==> src/rtl/cpu_sr_pkg.sv <==
package cpu_sr_pkg;
   localparam int SR_W        = 16;
   localparam int NUM_ACC     = 2;
   localparam int BIT_OVF_A   = 15;
   localparam int BIT_OVF_B   = 14;
   localparam int BIT_SAT_A   = 13;
   localparam int BIT_SAT_B   = 12;
   localparam int BIT_OVF_ANY = 11;
   localparam int BIT_SAT_ANY = 10;
   localparam int BIT_LOOP    = 9;
   localparam int BIT_HCARRY  = 8;
   localparam int PRIO_W      = 3;
   localparam int BIT_PRIO_LO = 5;
   localparam int BIT_RPT     = 4;
   localparam int FLAG_W      = 4;

   typedef struct packed {
      logic neg;
      logic ovf;
      logic zero;
      logic carry;
   } alu_flags_t;
endpackage

==> src/rtl/sr_half_carry.sv <==
module sr_half_carry #(
   parameter int DATA_W = 16
) (
   input  logic [DATA_W-1:0] op_a,
   input  logic [DATA_W-1:0] op_b,
   input  logic              cin,
   input  logic              byte_op,
   output logic              hc
);
   localparam int BYTE_SPLIT = DATA_W / 4;
   localparam int WORD_SPLIT = DATA_W / 2;

   if (DATA_W < 8 || (DATA_W % 4) != 0) begin : g_bad_width
      $error("sr_half_carry: DATA_W must be a multiple of 4, at least 8");
   end

   logic [BYTE_SPLIT:0] sum_byte;
   logic [WORD_SPLIT:0] sum_word;

   assign sum_byte = {1'b0, op_a[BYTE_SPLIT-1:0]} + {1'b0, op_b[BYTE_SPLIT-1:0]}
                   + {{BYTE_SPLIT{1'b0}}, cin};
   assign sum_word = {1'b0, op_a[WORD_SPLIT-1:0]} + {1'b0, op_b[WORD_SPLIT-1:0]}
                   + {{WORD_SPLIT{1'b0}}, cin};
   assign hc = byte_op ? sum_byte[BYTE_SPLIT] : sum_word[WORD_SPLIT];

   logic unused_hi;
   assign unused_hi = ^{op_a[DATA_W-1:WORD_SPLIT], op_b[DATA_W-1:WORD_SPLIT]};
endmodule

==> src/rtl/sr_sticky_bit.sv <==
module sr_sticky_bit #(
   parameter bit SW_CAN_SET = 1'b1,
   parameter bit EVENT_WINS = 1'b1
) (
   input  logic clk,
   input  logic rst_n,
   input  logic evt,
   input  logic wr,
   input  logic wval,
   output logic q
);
   logic nxt;

   if (SW_CAN_SET) begin : g_rw
      if (EVENT_WINS) begin : g_evt_first
         assign nxt = evt | (wr ? wval : q);
      end else begin : g_clr_first
         assign nxt = wr ? wval : (q | evt);
      end
   end else begin : g_clear_only
      logic clr;
      assign clr = wr & ~wval;
      if (EVENT_WINS) begin : g_evt_first
         assign nxt = evt | (q & ~clr);
      end else begin : g_clr_first
         assign nxt = ~clr & (q | evt);
      end

      // software can never raise an overflow bit
      a_r4_no_sw_set: assert property (@(posedge clk) disable iff (!rst_n)
         (!q && !evt) |=> !q);
   end

   always_ff @(posedge clk or negedge rst_n) begin
      if (!rst_n) q <= 1'b0;
      else        q <= nxt;
   end

   // without a write the bit never drops
   a_r5_sticky_hold: assert property (@(posedge clk) disable iff (!rst_n)
      (q && !wr) |=> q);

   if (EVENT_WINS) begin : g_chk_evt
      // an event beats a same-cycle clear
      a_r7_event_beats_clear: assert property (@(posedge clk) disable iff (!rst_n)
         evt |=> q);
   end
endmodule

==> src/rtl/cpu_status_reg.sv <==
module cpu_status_reg
   import cpu_sr_pkg::*;
#(
   parameter int DATA_W         = 16,
   parameter bit SAT_EVENT_WINS = 1'b1
) (
   input  logic              clk,
   input  logic              rst_n,
   input  logic              alu_upd_en,
   input  logic              alu_c,
   input  logic              alu_z,
   input  logic              alu_ov,
   input  logic              alu_n,
   input  logic [DATA_W-1:0] alu_op_a,
   input  logic [DATA_W-1:0] alu_op_b,
   input  logic              alu_cin,
   input  logic              alu_byte_op,
   input  logic              acc_ovf_a,
   input  logic              acc_ovf_b,
   input  logic              acc_sat_a,
   input  logic              acc_sat_b,
   input  logic              loop_do_active,
   input  logic              loop_rpt_active,
   input  logic              bus_wr_en,
   input  logic [1:0]        bus_byte_en,
   input  logic [15:0]       bus_wdata,
   input  logic              nest_dis,
   input  logic              ipl_msb,
   output logic [15:0]       sr_value,
   output logic [3:0]        eff_ipl,
   output logic              user_irq_dis
);
   localparam int EFF_W = PRIO_W + 1;

   if (SR_W != 16 || EFF_W != 4) begin : g_bad_layout
      $error("cpu_status_reg: status layout must be 16 bits with a 3-bit priority");
   end

   logic wr_lo, wr_hi;
   assign wr_lo = bus_wr_en & bus_byte_en[0];
   assign wr_hi = bus_wr_en & bus_byte_en[1];

   logic [NUM_ACC-1:0] ovf_evt, sat_evt, ovf_q, sat_q;
   assign ovf_evt = {acc_ovf_b, acc_ovf_a};
   assign sat_evt = {acc_sat_b, acc_sat_a};

   for (genvar i = 0; i < NUM_ACC; i++) begin : g_acc
      sr_sticky_bit #(.SW_CAN_SET(1'b0), .EVENT_WINS(1'b1)) u_ovf (
         .clk (clk),
         .rst_n (rst_n),
         .evt (ovf_evt[i]),
         .wr  (wr_hi),
         .wval(bus_wdata[BIT_OVF_A - i]),
         .q   (ovf_q[i])
      );
      sr_sticky_bit #(.SW_CAN_SET(1'b1), .EVENT_WINS(SAT_EVENT_WINS)) u_sat (
         .clk (clk),
         .rst_n (rst_n),
         .evt (sat_evt[i]),
         .wr  (wr_hi),
         .wval(bus_wdata[BIT_SAT_A - i] & bus_wdata[BIT_SAT_ANY]),
         .q   (sat_q[i])
      );
   end

   logic hc_calc;
   sr_half_carry #(.DATA_W(DATA_W)) u_hc (
      .op_a   (alu_op_a),
      .op_b   (alu_op_b),
      .cin    (alu_cin),
      .byte_op(alu_byte_op),
      .hc     (hc_calc)
   );

   alu_flags_t         flags_q;
   logic               hc_q, loop_q, rpt_q;
   logic [PRIO_W-1:0]  prio_q;

   always_ff @(posedge clk or negedge rst_n) begin
      if (!rst_n) begin
         flags_q <= '0;
         hc_q    <= 1'b0;
         loop_q  <= 1'b0;
         rpt_q   <= 1'b0;
         prio_q  <= '0;
      end else begin
         loop_q <= loop_do_active;
         rpt_q  <= loop_rpt_active;
         if (wr_lo)           flags_q <= alu_flags_t'(bus_wdata[FLAG_W-1:0]);
         else if (alu_upd_en) flags_q <= '{neg: alu_n, ovf: alu_ov, zero: alu_z, carry: alu_c};
         if (wr_hi)           hc_q <= bus_wdata[BIT_HCARRY];
         else if (alu_upd_en) hc_q <= hc_calc;
         if (wr_lo && !nest_dis) prio_q <= bus_wdata[BIT_PRIO_LO +: PRIO_W];
      end
   end

   assign sr_value = {ovf_q[0], ovf_q[1], sat_q[0], sat_q[1],
                      |ovf_q, |sat_q, loop_q, hc_q,
                      prio_q, rpt_q, flags_q};
   assign eff_ipl      = {ipl_msb, prio_q};
   assign user_irq_dis = ipl_msb;

   logic unused_wd;
   assign unused_wd = ^{bus_wdata[BIT_OVF_ANY], bus_wdata[BIT_LOOP], bus_wdata[BIT_RPT]};

   // priority frozen while nesting is disabled
   a_r10_prio_locked: assert property (@(posedge clk) disable iff (!rst_n)
      nest_dis |=> $stable(prio_q));
   // status mirrors loop inputs one cycle later
   a_r9_loop_mirror: assert property (@(posedge clk) disable iff (!rst_n)
      1'b1 |=> (sr_value[BIT_LOOP] == $past(loop_do_active)) &&
               (sr_value[BIT_RPT] == $past(loop_rpt_active)));
   // ALU flags hold with no source active
   a_r2_flags_hold: assert property (@(posedge clk) disable iff (!rst_n)
      (!alu_upd_en && !wr_lo) |=> $stable(sr_value[FLAG_W-1:0]));
   // a low-byte write wins over an ALU update
   a_r12_bus_wins: assert property (@(posedge clk) disable iff (!rst_n)
      wr_lo |=> sr_value[FLAG_W-1:0] == $past(bus_wdata[FLAG_W-1:0]));
endmodule

==> config.mk <==
export PLATFORM = sky130hd
export DESIGN_NAME = cpu_status_reg
export DESIGN_NICKNAME = d
export VERILOG_FILES = /design/src/rtl/cpu_sr_pkg.sv /design/src/rtl/sr_half_carry.sv /design/src/rtl/sr_sticky_bit.sv /design/src/rtl/cpu_status_reg.sv
export SDC_FILE = /design/constraint.sdc
export NUM_CORES = 1
export LEC_CHECK = 0
export CORE_MARGIN = 4
export CORE_UTILIZATION = 31
export CTS_CLUSTER_DIAMETER = 60
export DETAILED_ROUTE_END_ITERATION = 16
export PLACE_DENSITY_LB_ADDON = 0.3
export SYNTH_ARGS = -nofsm -noshare
export SYNTH_HDL_FRONTEND = slang
export SYNTH_SLANG_ARGS = --single-unit
==> constraint.sdc <==
create_clock -name clk -period 1.2 [get_ports clk]
set_input_delay 0.3 -clock clk [delete_from_list [all_inputs] [get_ports clk]]
set_output_delay 0.3 -clock clk [all_outputs]
set_load 0.01 [all_outputs]
==> impl_metrics.py <==
metrics = {
    "placement": {
        "portBuffers": 66,
        "gp_congestion": 0.709,
        "dp_hpwl_mm": 1.94,
    },
    "synthesis": {
        "yosys.cell_types.count": 23,
        "netlist_area_um2": 856,
        "synthTopCellsByArea": "dfrtp_1 (41%), ha_1 (12%), buf_4 (11%)",
        "synth_top_area_share_pct": 40.9,
        "synth-simple-area-share_pct": 11.4,
        "synth_xor_xnor_area_share_pct": 0,
        "synthesis.instances": 80,
        "synth_fa_ha_area_share_pct": 11.7,
        "synth_compound_area_share_pct": 13.6,
        "ys_warn_count": 0,
        "yosysSeqAreaShare_pct": 40.9,
        "yosysTopAreaCell": "dfrtp_1",
        "synth_nets": 156,
        "synth_top_family_by_area": "compound AO/OA/AOI/OAI gates",
        "syn_area_per_cell_um2": 10.7,
        "synth_mux_area_share_pct": 9.94,
        "synth-seq-cells": 14,
    },
    "floorplanning": {
        "fp.coreArea_um2": 2540,
        "initial_utilization_pct": 33.6,
        "rows": 18,
        "die_width_um": 60.5,
        "die_area_um2": 3670,
        "io-pin-count": 89,
        "die_h_um": 60.5,
    },
    "drt": {
        "vias": 819,
        "dr.pass1.iters": 2,
        "vias_per_cell": 4.58,
        "finalWirelength_mm": 2.46,
        "drt_iter0_markers": 20,
        "routedWlPerCell_um": 13.7,
        "antenna_left": 0,
        "drc": 0,
    },
    "power_and_ir_drop": {
        "power_mw": 1.40,
        "p_switching_mw": 0.364,
        "powerDensity_nw_per_um2": 887,
        "p_leak_nw": 0.739,
        "ir_drop_mv": 0.716,
        "p_int_mw": 1.03,
        "seqPwrFrac_pct": 39.5,
        "p_sw_share_pct": 26.0,
        "pwr-share-clk_pct": 23.7,
        "combPwrFrac_pct": 36.8,
    },
    "timing": {
        "fin_crit_ns": 1.33,
        "finalMaxSlewViolations": 0,
        "worstMarginPinSlew_ns": 0.196,
        "hold-worst-slack_ns": 0.337,
        "hold_violations": 0,
        "grt_setup_unrepaired": "yes",
        "fmax_ghz": 0.749,
        "fin_crit_sh_pct": 111,
        "tns_ns": -0.380,
        "max_slew_margin_pct": 86.9,
        "setup_violations": 4,
        "clock_skew_ns": 0,
        "finalWorstSetupSlack_ns": -0.134,
    },
    "global_routing": {
        "grt_max_degree": 15,
        "grt_usage_pct": 14.0,
        "antenna_found_initial": 0,
        "grt_pass1_vias": 871,
        "grt_pass1_wl_mm": 3.75,
        "overflow": 0,
    },
    "finish": {
        "layout.nets": 226,
        "diodes": 0,
        "finish.utilization_pct": 61.9,
        "drive_above_1_share_pct": 32.9,
        "mostFrequentLayoutCells": "clkdlybuf4s50_1 (29), dfrtp_1 (14), dlygate4sd2_1 (14)",
        "final_common_cell": "clkdlybuf4s50_1",
        "area_growth_pct": 84.1,
    },
    "clock_tree": {
        "cts_tree": "done",
        "hold_buffers": 0,
        "worstSkewPairLatency_ns": 0.27,
        "cts_htree_levels": 1,
        "clkTransAtPathRegs_ns": 0.08,
        "clockBufferDepth": 2,
        "cts_buffers": 3,
        "clock-sinks": 14,
        "root_buffer": "clkbuf_4",
    },
    "setup_path": {
        "worst_r2r_endpoint": "prio_q[1]",
        "crit_fanout": 2,
        "cp-end-kind": "output pin",
        "crit_required_ns": 0.90,
        "r2r_setup_slack_ns": 0.20,
        "reg2regPathDepth": 3,
        "cp-start-kind": "register",
        "reg2reg_from": "prio_q[1]",
        "arrival_ns": 1.03,
        "critical_path_class": "reg2out",
    },
    "flow_run": {
        "max_cap_violations": 0,
    },
    "outcome": {
        "violations": "negative setup slack",
        "status": "finished with violations",
    },
    "worst_hold_path": {
        "min_path_type": "in2async",
    },
}
## per-layer routing
metal	share of wire (%)	wire, µm	up-vias	track usage (%)
met3	8.9	218	2	4.89
met2	55	1350	32	27.3
li1	-	-	409	-
met1	36	877	376	14.2
met5	0	0	-	0
met4	0.61	15	0	2.79
## through the flow
step / instance area (µm²) / worst slack [ns] / cells
after global placement: 1510 / -0.477 / 169
final: 1580 / -0.134 / 179
after CTS: 1530 / -0.140 / 176
after detailed placement: 1510 / -0.490 / 169
after floorplan: 861 / 0.00146 / 80
after global routing: 1580 / -0.187 / 179
## timing repair
action / in CTS / in global routing
buffers inserted: 3 / 3
pin swaps: 18 / 7
resized for setup: 100 / 15
cloned: 0 / 0
endpoints found under the setup margin: 25 / 10
## cell type report
| class | count | area (µm²) |
|---|---|---|
| tap | 30 | 37.5 |
| clock buffer | 4 | 36.3 |
| timing repair buffer | 79 | 703 |
| multi-input combinational | 52 | 448 |
| fill | 225 | 970 |
| sequential | 14 | 350 |
## worst max-delay path: stages (launching register included)
cell and delay, ns:
dfrtp_1 0.39, or2_4 0.25, buf_6 0.12
## cells in the mapped netlist (all sizes together)
master   n
buf     14
dfrtp   14
o21ai    9
ha       8
nand2    8
mux2i    4
nor2     4
mux2     3
a211o    2
nand2b   2
or2      2
a211oi   1
a21boi   1
a21oi    1
a41o     1
a41oi    1
and2     1
nand3    1
nor2b    1
o211ai   1
o21bai   1
## power groups by stage
stage               registers (mW)  logic, mW  clock network [mW]
finish                       0.552      0.514               0.332
global route                 0.564      0.555               0.389
floorplan                    0.577      0.202                   0
global placement             0.560      0.505                   0
CTS                          0.549      0.488               0.357
detailed placement           0.563      0.513                   0
## sequential cells by signal, indices dropped and copies added, names as in the netlist
signal,cells
g_acc.u_ovf.q,2
loop_q,1
prio_q,3
g_acc.u_sat.q,2
hc_q,1
sr_value,4
rpt_q,1
## how the worst max path moves through the flow
stage              endpoint        startpoint  cells past startpoint
6_report       sr_value[10]  g_acc[1].u_sat.q                      2
5_1_grt        sr_value[10]  g_acc[1].u_sat.q                      2
4_1_cts        sr_value[10]  g_acc[1].u_sat.q                      2
3_5_place_dp           hc_q       alu_op_a[6]                      6
3_3_place_gp           hc_q       alu_op_a[0]                      6
2_1_floorplan          hc_q       alu_op_a[0]                      5
## cell families (layout without fill, tap and decap cells)
logic type | count (synthesis) | count (layout)
multiplexers | 7 | 7
adder cells (fa/ha/maj) | 8 | 8
AND/OR/NAND/NOR | 19 | 19
AO/OA/AOI/OAI | 18 | 18
buffers and inverters | 14 | 83
flip-flops | 14 | 14
(Power assumes the default switching activity.)
